## src/rtl/burst_wrap_pkg.sv

```systemverilog
package burst_wrap_pkg;
  localparam int ADDR_W       = 21;
  localparam int WSEL_W       = 2;
  localparam int MIN_WIN_LOG2 = 3;
  localparam int CFG_W        = 8;
  localparam int OFF_BIT      = 4;
  localparam int SEL_LSB      = 5;

  typedef struct packed {
    logic              wrap_off;
    logic [WSEL_W-1:0] win_sel;
  } wrap_cfg_t;
endpackage

```

## src/rtl/bw_cfg_reg.sv

```systemverilog
module bw_cfg_reg
  import burst_wrap_pkg::*;
(
  input  logic             clk,
  input  logic             rst_n,
  input  logic             cfg_valid,
  input  logic [CFG_W-1:0] cfg_data,
  output wrap_cfg_t        cfg_q
);
  always_ff @(posedge clk or negedge rst_n) begin
    if (!rst_n) begin
      cfg_q.wrap_off <= 1'b1;
      cfg_q.win_sel  <= '0;
    end else if (cfg_valid) begin
      cfg_q.wrap_off <= cfg_data[OFF_BIT];
      cfg_q.win_sel  <= cfg_data[SEL_LSB +: WSEL_W];
    end
  end


  cfg_load_chk: assert property (@(posedge clk) disable iff (!rst_n)
    cfg_valid |=> (cfg_q.wrap_off == $past(cfg_data[OFF_BIT])) &&
                  (cfg_q.win_sel  == $past(cfg_data[SEL_LSB +: WSEL_W])));
endmodule

```

## src/rtl/bw_win_mask.sv

```systemverilog
module bw_win_mask #(
  parameter int ADDR_W       = 21,
  parameter int WSEL_W       = 2,
  parameter int MIN_WIN_LOG2 = 3
) (
  input  logic [WSEL_W-1:0] sel,
  output logic [ADDR_W-1:0] mask
);
  localparam int NUM_WIN = 1 << WSEL_W;

  logic [ADDR_W-1:0] masks [NUM_WIN];

  for (genvar i = 0; i < NUM_WIN; i++) begin : g_win
    localparam int LOG2 = MIN_WIN_LOG2 + i;
    assign masks[i] = (ADDR_W'(1) << LOG2) - ADDR_W'(1);
  end

  assign mask = masks[sel];
endmodule

```

## src/rtl/bw_addr_step.sv

```systemverilog
module bw_addr_step #(
  parameter int ADDR_W = 21
) (
  input  logic [ADDR_W-1:0] cur,
  input  logic [ADDR_W-1:0] mask,
  input  logic              wrap,
  output logic [ADDR_W-1:0] nxt
);
  logic [ADDR_W-1:0] inc;
  logic [ADDR_W-1:0] hold_mask;

  always_comb begin
    inc       = cur + ADDR_W'(1);
    hold_mask = wrap ? ~mask : '0;
    nxt       = (cur & hold_mask) | (inc & ~hold_mask);
  end
endmodule

```

## src/rtl/burst_wrap_addr_gen.sv

```systemverilog
module burst_wrap_addr_gen
  import burst_wrap_pkg::*;
(
  input  logic              clk,
  input  logic              rst_n,
  input  logic              cfg_valid,
  input  logic [CFG_W-1:0]  cfg_data,
  input  logic              rd_start,
  input  logic [ADDR_W-1:0] rd_addr,
  input  logic              rd_quad,
  input  logic              beat,
  output logic [ADDR_W-1:0] addr_o,
  output logic              wrap_active_o
);
  localparam logic [ADDR_W-1:0] RST_MASK = (ADDR_W'(1) << MIN_WIN_LOG2) - ADDR_W'(1);

  wrap_cfg_t         cfg_q;
  logic [ADDR_W-1:0] cfg_mask;
  logic [ADDR_W-1:0] mask_q;
  logic [ADDR_W-1:0] step_addr;

  bw_cfg_reg u_cfg (
    .clk      (clk),
    .rst_n    (rst_n),
    .cfg_valid(cfg_valid),
    .cfg_data (cfg_data),
    .cfg_q    (cfg_q)
  );

  bw_win_mask #(
    .ADDR_W      (ADDR_W),
    .WSEL_W      (WSEL_W),
    .MIN_WIN_LOG2(MIN_WIN_LOG2)
  ) u_mask (
    .sel (cfg_q.win_sel),
    .mask(cfg_mask)
  );

  bw_addr_step #(.ADDR_W(ADDR_W)) u_step (
    .cur (addr_o),
    .mask(mask_q),
    .wrap(wrap_active_o),
    .nxt (step_addr)
  );

  always_ff @(posedge clk or negedge rst_n) begin
    if (!rst_n) begin
      addr_o        <= '0;
      wrap_active_o <= 1'b0;
      mask_q        <= RST_MASK;
    end else if (rd_start) begin
      addr_o        <= rd_addr;
      wrap_active_o <= rd_quad & ~cfg_q.wrap_off;
      mask_q        <= cfg_mask;
    end else if (beat) begin
      addr_o        <= step_addr;
    end
  end


  start_load_chk: assert property (@(posedge clk) disable iff (!rst_n)
    rd_start |=> addr_o == $past(rd_addr));


  mode_pick_chk: assert property (@(posedge clk) disable iff (!rst_n)
    rd_start |=> wrap_active_o == $past(rd_quad && !cfg_q.wrap_off));


  wrap_upper_chk: assert property (@(posedge clk) disable iff (!rst_n)
    (beat && !rd_start && wrap_active_o) |=>
      ((addr_o & ~$past(mask_q)) == ($past(addr_o) & ~$past(mask_q))) &&
      (addr_o != $past(addr_o)));


  seq_step_chk: assert property (@(posedge clk) disable iff (!rst_n)
    (beat && !rd_start && !wrap_active_o) |=>
      addr_o == ADDR_W'($past(addr_o) + ADDR_W'(1)));


  idle_hold_chk: assert property (@(posedge clk) disable iff (!rst_n)
    (!beat && !rd_start) |=> $stable(addr_o) && $stable(wrap_active_o));


  window_keep_chk: assert property (@(posedge clk) disable iff (!rst_n)
    !rd_start |=> $stable(mask_q) && $stable(wrap_active_o));
endmodule

```

## config.mk

```make
export PLATFORM = sky130hd
export DESIGN_NAME = burst_wrap_addr_gen
export DESIGN_NICKNAME = d
export VERILOG_FILES = /design/src/rtl/burst_wrap_pkg.sv /design/src/rtl/bw_cfg_reg.sv /design/src/rtl/bw_win_mask.sv /design/src/rtl/bw_addr_step.sv /design/src/rtl/burst_wrap_addr_gen.sv
export SDC_FILE = /design/constraint.sdc
export NUM_CORES = 1
export LEC_CHECK = 0
export ABC_AREA = 1
export BUFFER_PORTS_ARGS = -buffer_cell sky130_fd_sc_hd__buf_2
export CORE_MARGIN = 2
export CORE_UTILIZATION = 51
export CTS_CLUSTER_SIZE = 16
export DETAILED_ROUTE_END_ITERATION = 7
export GPL_TIMING_DRIVEN = 0
export PLACE_DENSITY = 0.8
export SYNTH_ARGS = -nofsm -noshare
export SYNTH_HDL_FRONTEND = slang
export SYNTH_SLANG_ARGS = --single-unit
```

## constraint.sdc

```tcl
create_clock -name clk -period 1.5 [get_ports clk]
set_input_delay 0.375 -clock clk [delete_from_list [all_inputs] [get_ports clk]]
set_output_delay 0.375 -clock clk [all_outputs]
set_load 0.05 [all_outputs]
```

* Word level (Yosys, flattened, before mapping)
Index checks and enable logic that the tools add are counted.
** Operators by class
- Magnitude comparators :: 1
- Bitwise gates (word level) :: 8
- Reduce and logical (&&, ||, !) cells :: 1
- $add $sub $neg :: 1
- Mux-type cells :: 6
** Operators with widths (number)
- 21-bit 2-to-1 mux :: 5
- 21-bit AND :: 2
- 21-bit binary-select mux with 2-bit select :: 1
- 21-bit NOT :: 2
- 21-bit by 1-bit adder with 21-bit output, second input constant :: 1
- 21-bit bitwise OR :: 1
- 3-bit greater-or-equal comparator, second input constant :: 1
- 2-bit NOT with 3-bit output :: 1
- 2-bit nonzero test :: 1
- 1-bit AND :: 1
- 1-bit NOT :: 1
** Storage, ports and cells
- Output and inout bits :: 22
- Input port bits :: 35
- Register bits after elaboration :: 46

* Logic depth before layout (Yosys ltp)
Gate-level depths: netlist of run 1.
- Word-level depth :: 7
- Mapped depth :: 10
- Depth with buffers taken out :: 10

* Modules after synthesis
A second synthesis of run 1 with hierarchy kept.
** Unflattened totals
- Cell total of the unflattened synthesis :: 402
- Area total of the unflattened synthesis :: 2865.2 um2
** Modules (own cells, without submodules)
- burst_wrap_addr_gen :: area an instance 1815.5 um2, cells an instance 208, seq. area each 1079.8 um2, instances 1
- bw_addr_step :: area an instance 767.0 um2, cells an instance 155, seq. area each 0.0 um2, instances 1
- bw_win_mask :: area an instance 168.9 um2, cells an instance 26, seq. area each 0.0 um2, instances 1
- bw_cfg_reg :: area an instance 113.9 um2, cells an instance 13, seq. area each 76.3 um2, instances 1

* Worst setup path before layout of run 1
Ideal clock, no wire load.
- Path kind :: reg2reg
- Start :: reg addr_o[1]
- End :: reg (tool-made name)
- Required time :: 1.378 ns
- Arrival time :: 1.626 ns
- Stages on the path, launching flop included :: 11
- Path slack :: -0.247 ns
- Buffers on the path :: 0
- Cells stage by stage :: dfrtp_1 -> ha_1 -> nand3_1 -> inv_2 -> nand2_4 -> nor2_8 -> nand2_1 -> nand2_1 -> nand2_1 -> nand2_1 -> a21oi_2
** RTL lines
- start: declaration :: RTL line burst_wrap_addr_gen.sv:12 : output logic [ADDR_W-1:0] addr_o,
- start signal: assignment :: RTL line burst_wrap_addr_gen.sv:52 : addr_o <= rd_addr;
- start signal: assignment :: RTL line burst_wrap_addr_gen.sv:56 : addr_o <= step_addr;

==> run metrics, run 1 <==
GR Util All Layers=between 20% and 30%; most frequent cells in the layout=57 x nand2_1, 47 x buf_2, 23 x nor2_1, 23 x a21oi_1, 22 x inv_1; CP arrival=about 1.1 ns; DR WL/cell=12.8 microns; Initial DRC Count=~120; Avg Synthesized Cell Area=about 7.4 sq um; Syn Std Cell Area=approximately 1800 sq um; WP buf/inv=1; DIE HEIGHT=63.3 microns; min Tclk post-route=between 1 and 1.5 ns; YS warnings=0; CP max FO=5; post-synth top area cell=dfrtp_1; detailed placement HPWL=between 3000 and 4000 microns; total global routing overflow=0; r2r setup slk=approximately 0.10 ns; commonest non-fill, non-tap cell in the layout=nand2_1; crit end category=output port; Comb pwr share=between 30 and 40%; share of layout cells above drive strength 1=approximately a third; IO buf count=just over 50; Post-Synth Simple-Gate Area=between 30% and 40%; Std-Cell Rows=21; RSZ-0062 raised after global routing=true; status=finished, final reports clean; via count=1795; clk sinks=28; Post-Synth XOR/XNOR Area=2.44%; crit path kind=reg2out; Flop pwr share=41.0%; Worst path max stage delay=~0.46 ns; 1st-pass router iterations=4; Worst path depth=1; Reg2Reg Depth=9; initial core utilization=between 50% and 60%; Final period util=a little over nine tenths; Net Count, Synth=about 280; Synth area leaders=dfrtp_1 38%, nand2_1 12%, a21oi_1 6.4%; Area after DPL=2140 sq um; die area=around 4000 sq um; adder-cell share of the synthesized area=less than 1%; H-tree depth=1; P_leak=1.11 nW; storage element area=719 sq um; I/O Pins=57; Syn Inst Count=243; clk_lat worst skew=0.33 ns; Area growth, synth to finish=27.1%; Post-synth EDFFs=0; Critical Path, Cell by Cell=buf_2; antenna violations before repair=0; global-route wire length before repair=approximately 7500 microns; Clock Path Buffers=2; Req. time, crit path=around 1.1 ns; cell area after layout=about 2300 sq um; post-synthesis compound-gate area fraction=roughly 17%; CP delay by family, top=flip-flops; worst setup path endpoint=addr_o[3]; clk slew on worst S/H paths=approximately 0.15 ns; fmax=~690 MHz; Pwr Density=about 1100 nW/um^2; root buffer cell=clkbuf_4; CORE AREA=about 3400 sq um; Max Slew Vio Count=0; DRT Wirelength=between 4000 and 5000 microns; die width=63.3 microns; Final Hold Slack=~0.033 ns; CTS tree=done; Multi-input gate area=a little under 1000 sq um; synth unique cells=35; worst reg2reg startpoint=addr_o[1]; Final nets=between 300 and 400; post-synthesis sequential area ratio=approximately two fifths; Worst setup SP type=flop; Worst VDD drop=around 0.5 mV; top_reg_cell synth=dfrtp_1; Hold Fails Final Rpt=0; Max-Cap Viols=0; Net Switching=~1.1 mW; pin count of the biggest net entering global routing=29; RePlAce Congestion=about 0.9; Setup-failing EPs final=0; placed cell count=340; Final ANT Viol Nets=0; Layout Cells excl Fill=about 350; vias in the first global route=1660; switch share=between 40% and 50%; slowest cell on the critical path=dfrtp_2; total power=between 2 and 3 mW; hold crit path type=in2async; post-synth top area share=about 38%; Fillers=approximately 320; mux cell area share after synthesis=less than 1%; main combinational cell family by area after synthesis=simple AND/OR/NAND/NOR gates; P_int=around 1.4 mW; drt drc=0; synthesized flop and latch total=28; clk_skew=0.00430 ns; Clock power frac=between 10% and 20%; vias per cell=about 5.1; Post-synth ARST share=between 90% and 100%; worst slew pin tran=between 0.6 and 0.7 ns; # diodes=0; TritonCTS buffer count=3; Max-slew headroom=just under 60%; sum of negative setup slack=0 ns
## power groups by stage
stage          registers [mW]  clock network (mW)  logic, mW
5_1_grt                  1.06               0.550       1.08
4_1_cts                  1.04               0.512      0.955
3_3_place_gp             1.04                   0      0.934
2_1_floorplan            1.37                   0      0.371
6_report                 1.04               0.504      0.992
3_5_place_dp             1.05                   0      0.945
## worst register-to-register path, delay by kind of cell, from the launching register on
kind            cells  cell delay [ns]
simple gates        6             0.52
fa+ha+maj           1             0.16
compound gates      1             0.12
buf+inv             1             0.08
flops               1             0.45
## synth_stat cells (all sizes together) (3+ instances only)
library cell,number
inv,25
a22oi,5
xor2,3
nand3,25
a21oi,25
buf,6
o21ai,16
nand2,63
dfrtp,27
nor2,29
## layer usage
layer	vias up	part of all wire (%)	wire length [microns]	global-route usage [%]
li1	921	-	-	-
met1	814	46	2040	33.1
met2	54	48	2130	39.6
met3	6	5.4	243	2.32
met4	0	1.4	62	7.61
met5	-	0	0	0
## layout make-up
type | instances | share of cell area [%]
Clock buffer | 3 | 0.989
Clock inverter | 1 | 1.32
Sequential cell | 28 | 31.6
Tap cell | 46 | 2.53
Multi-Input combinational cell | 182 | 43.4
Timing Repair Buffer | 56 | 13.6
Buffer | 7 | 2.14
Inverter | 26 | 4.40
## kinds of logic after synthesis
group | count (synthesis)
AO/OA/AOI/OAI | 53
XOR/XNOR | 5
adder cells (fa/ha/maj) | 1
buffers and inverters | 33
flip-flops | 28
multiplexers | 1
AND/OR/NAND/NOR | 122
## repair_timing
action,CTS,global route
setup buffers,0,5
pin swaps,0,5
endpoints found under the setup margin,1,14
hold buffers,0,0
gates resized for setup,1,14
## worst min-delay path by stage
stage                                 endpoint  slack [ns]
finish                          u_cfg.cfg_q[0]        0.03
global route        asynchronous set/reset pin        0.06
CTS                 asynchronous set/reset pin        0.06
detailed placement              u_cfg.cfg_q[1]        0.43
global placement                u_cfg.cfg_q[0]        0.43
floorplan           asynchronous set/reset pin        0.08
## stage by stage
step	utilization, %	setup slack, ns
floorplan	-	0.00224
global placement	63.5	-0.0328
detailed placement	63.5	-0.0768
CTS	65.2	0.0319
global route	67.7	-0.0138
finish	67.7	0.0432
(Power assumes the default switching activity.)
==> run 2: changes to the inputs <==
- MAX_ROUTING_LAYER: default -> met4
==> run 2 against run 1 <==
Compared with the run above:
- clock skew about the same
- worst hold slack about the same
- first-iteration DRC count increased by 11%
- design area unchanged
- clock-buffer cell count unchanged
- flip-flop and latch count unchanged
- routed wire length decreased by 0.20%
- highest routed layer unchanged
- register-to-register slack about the same
==> run metrics, run 2 (synthesized netlist as in run 1, its figures left out) <==
hold crit path type=in2async; Max-Cap Viols=0; global-route wire length before repair=roughly 7500 microns; IO buf count=51; drt drc=0; Pwr Density=1110 nW/um^2; DR WL/cell=approximately 13 microns; P_leak=approximately 1.1 nW; switch share=between 40% and 50%; CP arrival=around 1.1 ns; clk_skew=0.00470 ns; DRT Wirelength=4470 microns; H-tree depth=1; I/O Pins=57; min Tclk post-route=1.46 ns; pin count of the biggest net entering global routing=29; CP delay by family, top=flip-flops; RePlAce Congestion=0.918; crit end category=output port; worst slew pin tran=roughly 0.63 ns; root buffer cell=clkbuf_4; initial core utilization=a little over half; Hold Fails Final Rpt=0; most frequent cells in the layout=57 x nand2_1, 47 x buf_2, 23 x nor2_1, 23 x a21oi_1, 22 x inv_1; Layout Cells excl Fill=roughly 350; Req. time, crit path=between 1 and 1.5 ns; Clock Path Buffers=2; via count=approximately 1800; clk sinks=28; Flop pwr share=41.0%; DIE HEIGHT=about 63 microns; die width=~63 microns; RSZ-0062 raised after global routing=true; slowest cell on the critical path=dfrtp_2; GR Util All Layers=about a quarter; Final nets=340; placed cell count=between 300 and 400; Worst path max stage delay=between 0.4 and 0.5 ns; share of layout cells above drive strength 1=approximately 34%; 1st-pass router iterations=4; detailed placement HPWL=~3200 microns; Max Slew Vio Count=0; CORE AREA=around 3400 sq um; # diodes=0; Area growth, synth to finish=27.1%; commonest non-fill, non-tap cell in the layout=nand2_1; CP max FO=5; clk slew on worst S/H paths=about 0.15 ns; crit path kind=reg2out; CTS tree=done; Worst VDD drop=a little under 0.5 mV; clk_lat worst skew=0.33 ns; Comb pwr share=around 39%; P_int=roughly 1.4 mW; vias per cell=5.13; WP buf/inv=1; Worst setup SP type=flop; Post-CTS Hold Buffers=0; fmax=around 700 MHz; Setup-failing EPs final=0; antenna violations before repair=0; Max-slew headroom=58.3%; Critical Path, Cell by Cell=buf_2; Final ANT Viol Nets=0; Clock power frac=between 10% and 20%; die area=4000 sq um; Initial DRC Count=about 140; total global routing overflow=0; Std-Cell Rows=21; Core Util, Final=roughly two thirds; TritonCTS buffer count=3; Final period util=a little under 100%; Net Switching=about 1.1 mW; status=finished, final reports clean; vias in the first global route=~1700
## run 2: cell type report
cell class	count	area, sq um
fillers	316	1090
multi-input cells	182	988
flip-flops and latches	28	719
repair buffers	56	310
inverters	26	100
well taps	46	57.6
plain buffers	7	48.8
clock inverters	1	30.0
clock buffers	3	22.5
## run 2: power groups by stage
| stage | registers [mW] | logic [mW] | clock network (mW) |
|---|---|---|---|
| after CTS | 1.04 | 0.955 | 0.512 |
| after global routing | 1.06 | 1.08 | 0.550 |
| after detailed placement | 1.05 | 0.945 | 0 |
| after global placement | 1.04 | 0.934 | 0 |
| final | 1.04 | 0.992 | 0.505 |
| after floorplan | 1.37 | 0.371 | 0 |
## run 2: final timing paths
check	from	end	slack, ns	cells after the start
max	flop	addr_o[3]	0.04	1
min	rst_n	u_cfg.cfg_q[0]	0.03	1
max reg2reg	addr_o[1]	flop	0.10	9
min reg2reg	u_cfg.cfg_q[2]	u_cfg.cfg_q[2]	0.50	2
max in group asynchronous	rst_n	asynchronous set/reset pin	1.03	1
min in group clk	cfg_valid	u_cfg.cfg_q[2]	0.24	2
## run 2: per-layer routing
layer,up-vias,track usage [%],routed length (microns)
met2,45,39.6,2110
met3,6,2.32,198
met4,0,7.61,60
met1,821,33.1,2090
met5,-,-,0
li1,918,-,-
## run 2: worst register-to-register path: stages, from the launching register on
cell,delay [ns]
dfrtp_2,0.45
ha_4,0.16
nand3_4,0.09
inv_4,0.08
nand2_4,0.06
nor2_8,0.16
nand3b_1,0.10
nand2_1,0.07
nand2_1,0.05
a21oi_2,0.12
## run 2: stage by stage
step	instance area (sq um)	hold WS (ns)	setup slack (ns)	TNS [ns]	power [mW]
after floorplan	1820	0.0794	0.00224	0	1.74
after global placement	2140	0.431	-0.0328	-0.0754	1.98
after detailed placement	2140	0.433	-0.0768	-0.218	2.00
after CTS	2190	0.0558	0.0319	0	2.50
after global routing	2280	0.0645	-0.0138	-0.0572	2.69
final	2280	0.0326	0.0428	0	2.54
## run 2: repair_timing
action / CTS / global route
gates resized for setup: 1 / 14
endpoints found under the setup margin: 1 / 14
pin swaps: 0 / 5
buffers inserted: 0 / 5
